**src/rtl/intr_evt_pkg.sv**
```systemverilog
package intr_evt_pkg;

    localparam int NUM_BANKS = 3;
    localparam int SEL_W     = 2;

    typedef enum logic [0:0] {
        IRQ_IDLE   = 1'b0,
        IRQ_ACTIVE = 1'b1
    } irq_state_t;

    typedef enum logic [0:0] {
        VIEW_EVENT  = 1'b0,
        VIEW_ENABLE = 1'b1
    } reg_view_t;

    function automatic logic bank_valid(input logic [SEL_W-1:0] sel);
        return int'(sel) < NUM_BANKS;
    endfunction

endpackage

```
**src/rtl/intr_evt_bank.sv**
```systemverilog
module intr_evt_bank #(
    parameter int                REG_W = 16,
    parameter logic [REG_W-1:0]  IMPL  = '1
) (
    input  logic             clk,
    input  logic             por_n,
    input  logic             soft_rst,
    input  logic [REG_W-1:0] src,
    input  logic             ev_wr,
    input  logic             en_wr,
    input  logic [REG_W-1:0] wdata,
    output logic [REG_W-1:0] ev_q,
    output logic [REG_W-1:0] en_q
);

    logic [REG_W-1:0] clr_pat;
    logic [REG_W-1:0] ev_d;

    always_comb begin
        clr_pat = ev_wr ? wdata : '0;
        // set has priority over clear in the same cycle
        ev_d    = ((ev_q & ~clr_pat) | src) & IMPL;
    end

    always_ff @(posedge clk or negedge por_n) begin
        if (!por_n) begin
            ev_q <= '0;
        end else if (soft_rst) begin
            ev_q <= '0;
        end else begin
            ev_q <= ev_d;
        end
    end

    // enables only see the power-up reset
    always_ff @(posedge clk or negedge por_n) begin
        if (!por_n) begin
            en_q <= '0;
        end else if (en_wr) begin
            en_q <= wdata & IMPL;
        end
    end

endmodule

```
**src/rtl/intr_irq_fsm.sv**
```systemverilog
module intr_irq_fsm
    import intr_evt_pkg::*;
(
    input  logic clk,
    input  logic por_n,
    input  logic soft_rst,
    input  logic pending,
    output logic irq
);

    irq_state_t state_q;
    irq_state_t state_d;

    always_comb begin
        state_d = state_q;
        unique case (state_q)
            IRQ_IDLE:   if (pending && !soft_rst) state_d = IRQ_ACTIVE;
            IRQ_ACTIVE: if (!pending || soft_rst) state_d = IRQ_IDLE;
            default:    state_d = IRQ_IDLE;
        endcase
    end

    always_ff @(posedge clk or negedge por_n) begin
        if (!por_n) begin
            state_q <= IRQ_IDLE;
        end else begin
            state_q <= state_d;
        end
    end

    always_comb begin
        unique case (state_q)
            IRQ_ACTIVE: irq = 1'b1;
            default:    irq = 1'b0;
        endcase
    end

endmodule

```
**src/rtl/intr_evt_unit.sv**
```systemverilog
module intr_evt_unit
    import intr_evt_pkg::*;
#(
    parameter int               REG_W  = 16,
    parameter int               ADDR_W = 3,
    parameter logic [REG_W-1:0] IMPL_A = '1,
    parameter logic [REG_W-1:0] IMPL_B = '1,
    parameter logic [REG_W-1:0] IMPL_C = 16'h0007
) (
    input  logic              clk,
    input  logic              por_n,
    input  logic              soft_rst,
    input  logic [REG_W-1:0]  src_a,
    input  logic [REG_W-1:0]  src_b,
    input  logic [REG_W-1:0]  src_c,
    input  logic              reg_en,
    input  logic              reg_wr,
    input  logic [ADDR_W-1:0] reg_addr,
    input  logic [REG_W-1:0]  reg_wdata,
    output logic [REG_W-1:0]  reg_rdata,
    output logic              irq
);

    localparam int ALL_W = NUM_BANKS * REG_W;
    localparam logic [ALL_W-1:0] IMPL_ALL = {IMPL_C, IMPL_B, IMPL_A};

    logic [ALL_W-1:0] src_all;
    logic [ALL_W-1:0] ev_all;
    logic [ALL_W-1:0] en_all;
    logic [SEL_W-1:0] bank_sel;
    reg_view_t        view;
    logic             wr_hit;
    logic             pending;

    assign src_all  = {src_c, src_b, src_a};
    assign bank_sel = reg_addr[SEL_W-1:0];
    assign view     = reg_view_t'(reg_addr[ADDR_W-1]);
    assign wr_hit   = reg_en && reg_wr && bank_valid(bank_sel);

    for (genvar b = 0; b < NUM_BANKS; b++) begin : g_bank
        logic ev_wr;
        logic en_wr;
        assign ev_wr = wr_hit && (view == VIEW_EVENT)  && (int'(bank_sel) == b);
        assign en_wr = wr_hit && (view == VIEW_ENABLE) && (int'(bank_sel) == b);

        intr_evt_bank #(
            .REG_W (REG_W),
            .IMPL  (IMPL_ALL[b*REG_W +: REG_W])
        ) bank_i (
            .clk      (clk),
            .por_n    (por_n),
            .soft_rst (soft_rst),
            .src      (src_all[b*REG_W +: REG_W]),
            .ev_wr    (ev_wr),
            .en_wr    (en_wr),
            .wdata    (reg_wdata),
            .ev_q     (ev_all[b*REG_W +: REG_W]),
            .en_q     (en_all[b*REG_W +: REG_W])
        );
    end

    always_comb begin
        reg_rdata = '0;
        for (int b = 0; b < NUM_BANKS; b++) begin
            if (reg_en && int'(bank_sel) == b) begin
                reg_rdata = (view == VIEW_ENABLE) ? en_all[b*REG_W +: REG_W]
                                                  : ev_all[b*REG_W +: REG_W];
            end
        end
    end

    assign pending = |(ev_all & en_all);

    intr_irq_fsm irq_fsm_i (
        .clk      (clk),
        .por_n    (por_n),
        .soft_rst (soft_rst),
        .pending  (pending),
        .irq      (irq)
    );

endmodule

```
**config.mk**
```make
export PLATFORM = sky130hd
export DESIGN_NAME = intr_evt_unit
export DESIGN_NICKNAME = d
export VERILOG_FILES = /design/src/rtl/intr_evt_pkg.sv /design/src/rtl/intr_evt_bank.sv /design/src/rtl/intr_irq_fsm.sv /design/src/rtl/intr_evt_unit.sv
export SDC_FILE = /design/constraint.sdc
export NUM_CORES = 1
export LEC_CHECK = 0
export BUFFER_PORTS_ARGS = -buffer_cell sky130_fd_sc_hd__buf_2
export CORE_UTILIZATION = 46
export CTS_CLUSTER_DIAMETER = 50
export DETAILED_ROUTE_END_ITERATION = 12
export GPL_TIMING_DRIVEN = 0
export PLACE_DENSITY = 0.84
export SYNTH_ARGS = -nofsm -noshare
export SYNTH_HDL_FRONTEND = slang
export SYNTH_SLANG_ARGS = --single-unit
```
**constraint.sdc**
```tcl
create_clock -name clk -period 1.1 [get_ports clk]
set_input_delay 0.055 -clock clk [delete_from_list [all_inputs] [get_ports clk]]
set_output_delay 0.055 -clock clk [all_outputs]
set_load 0.05 [all_outputs]
```
==> impl_metrics.toml <==
[outcome]
outcome = "finished, violations left"
failed_checks = "negative setup slack"

[placed_design]
dp_hpwl_microns = 7180
port-buffer-count = 74
gp_routability_congestion = 0.867
place.detailed.instances = 491

[worst_setup_path]
arrival_ns = 1.40
crit_path_end_kind = "primary output"
worst-setup-path-type = "reg2out"
wp_data_required_ns = 1.04
depth_of_the_worst_register_to_register_path = 5
crit_path_max_fanout = 3
crit_path_start_kind = "register"

[routing]
wl_per_cell_microns = 21.6
post-route-drc-count = 0
viasPerCell = 6.02
routed_wirelength_microns = 12700
first_iter_violations = 297
count_of_vias_placed_by_the_detailed_router = 3540
drt_first_pass_iters = 5
remaining_number_of_nets_flagged_by_the_antenna_check_after_routing = 0

[final_layout]
post_layout_nonfiller_instances = 588
most-common-layout-cells = "69 x dfrtp_1, 58 x buf_2, 48 x dlygate4sd3_1, 36 x a21oi_1"
net_total_in_the_final_layout = 556
area_growth_syn_to_layout_pct = 54.2
fin_util = 0.743
antenna_cells = 0
post_route_cells_drive_above_1_share = 0.460
mostFrequentLayoutCell = "dfrtp_1"

[logic_synthesis]
syn-cell-area_sq_um = 3550
yosysWarnings = 0
postSynthNetCount = 390
postSynthRegisterBits = 71
synth_cell_types = 28
synth.avg_cell_area_sq_um = 11.2
synth_seq_area_share = 0.501
gate_count_of_the_mapped_netlist = 318

[die]
fp.dieW_microns = 89.8
placeableCoreArea_sq_um = 7370
rows = 31
die_height_microns = 89.8
start_util = 0.482
ioPinCount = 89
floorplan.die_area_sq_um = 8070

[power_and_ir_drop]
power_per_cell_area_nw_per_um2 = 1400
vdd_ir_drop_max_v = 0.000857
leakage_nw = 2.38
report.power.total_w = 0.00767

[sta]
hold_viol_final = 0
setup_ws_ns = -0.358
finalCriticalPeriod_ns = 1.46
grt_setup_unrepaired = "yes"
worst_slew_pin_slew_ns = 0.741
final_max_slew_viol_count = 0
finalSetupViolCount = 18
clock.fmax_mhz = 686
layout_worst_path_cycle_share = 1.33
max-slew-margin-rel = 0.506
fin_worst_skew_ns = 0.00771

[clock_network]
clk_pin_slew_ns = 0.08
worstSkewPairLatency_ns = 0.36
cts_tree = "yes"
max-clock-path-buffers = 2
clock_sinks = 71
cts_root_buf = "clkbuf_8"
h-tree-depth = 3
numCtsBuffers = 9

[run]
drv.max_cap_violation_count = 0

[global_route]
antenna_found_initial = 0
grt_start_max_net_pins = 72
first_global_vias = 3540
gr-total-overflow = 0
wire_length_of_the_first_global_routing_pass_microns = 19500
grt_use_total = 0.320

[worst_hold_path]
hold-path-cell-count = 2
worstHoldPathType = "in2reg"
critical path, cell delays in order (launching register included):
cell and delay, ns:
dfrtp_1 0.39, mux2i_1 0.09, o221ai_1 0.23, o21a_2 0.19, buf_6 0.15
stage by stage:
stage / area, sq um / setup slack [ns] / hold WS, ns / TNS [ns]
after global routing: 5480 / -0.422 / 0.00203 / -4.95
after global placement: 4250 / -0.489 / 0.270 / -54.85
after CTS: 5340 / -0.324 / 0.00232 / -3.80
final: 5480 / -0.358 / 0.0106 / -4.05
after floorplan: 3760 / -0.0727 / -0.241 / -0.847
after detailed placement: 4260 / -0.552 / 0.237 / -27.66
cells in the mapped netlist (all sizes together):
master	number	area, sq um
nor2b	1	8.76
buf	13	93.8
o22ai	13	81.3
clkbuf	7	26.3
and2b	1	7.51
mux2i	32	320
a222oi	1	10.0
dfrtp	71	1780
and4	2	20.0
o221ai	3	26.3
o21a	3	22.5
nor4	1	6.26
a22oi	16	120
nand2	3	11.3
nand4	5	46.3
nor2	36	143
nand3	35	175
a21oi	36	180
and3b	1	8.76
mux2	38	465
flip-flops by register name (all words and copies together), names as in the netlist:
name,count
g_bank.bank_i.en_q,35
irq_fsm_i.state_q,1
g_bank.bank_i.ev_q,35
final timing paths:
check | startpoint | end | slack (ns)
min | reg_wdata[9] | g_bank[1].bank_i.en_q[9]$_DFFE_PN0P_ | 0.01
min reg2reg | g_bank[1].bank_i.en_q[0]$_DFFE_PN0P_ | g_bank[1].bank_i.en_q[0]$_DFFE_PN0P_ | 0.55
max in group asynchronous | por_n | g_bank[1].bank_i.en_q[6]$_DFFE_PN0P_ | 0.30
max reg2reg | g_bank[0].bank_i.ev_q[0]$_DFF_PN0_ | irq_fsm_i.state_q$_DFF_PN0_ | -0.32
min in group asynchronous | por_n | g_bank[0].bank_i.ev_q[5]$_DFF_PN0_ | 0.28
max | g_bank[0].bank_i.en_q[1]$_DFFE_PN0P_ | reg_rdata[1] | -0.36
where the power goes:
part	switching, W	internal (W)	total, W	leakage [nW]
logic	0.00103	0.00115	0.00218	1.40
registers	0.000394	0.00300	0.00340	0.876
clock network	0.000993	0.00110	0.00209	0.100
total	0.00241	0.00525	0.00767	2.38
per-layer routing:
metal,wire length [microns],vias up,track usage
met4,393,0,0.0902
li1,-,1518,-
met1,4960,1743,0.419
met3,1140,39,0.0846
met2,6210,240,0.524
met5,0,-,0
area by class of cell:
type,count,area (sq um)
Multi-Input combinational cell,227,1970
Buffer,20,194
Tap cell,99,124
Clock buffer,12,145
Fill cell,456,1890
Sequential cell,71,1780
Timing Repair Buffer,155,1220
Clock inverter,4,45.0
cells by family (layout without fill, tap and decap cells):
kind of cell           Yosys count  in the layout  share of synthesized area
flip-flops                      71             71                      0.501
buffers and inverters           20            191                     0.0338
multiplexers                    70             70                      0.221
AND/OR/NAND/NOR                 85             85                      0.120
AO/OA/AOI/OAI                   72             72                      0.124
repair_timing:
action | CTS | global route
gates resized for setup | 67 | 16
cloned | 0 | 1
endpoints found under the hold margin | 126 | 1
hold buffers | 47 | 1
pin swaps | 15 | 13
setup buffers | 26 | 6
endpoints found under the setup margin | 41 | 123
Power figures use the tool's default switching activity.
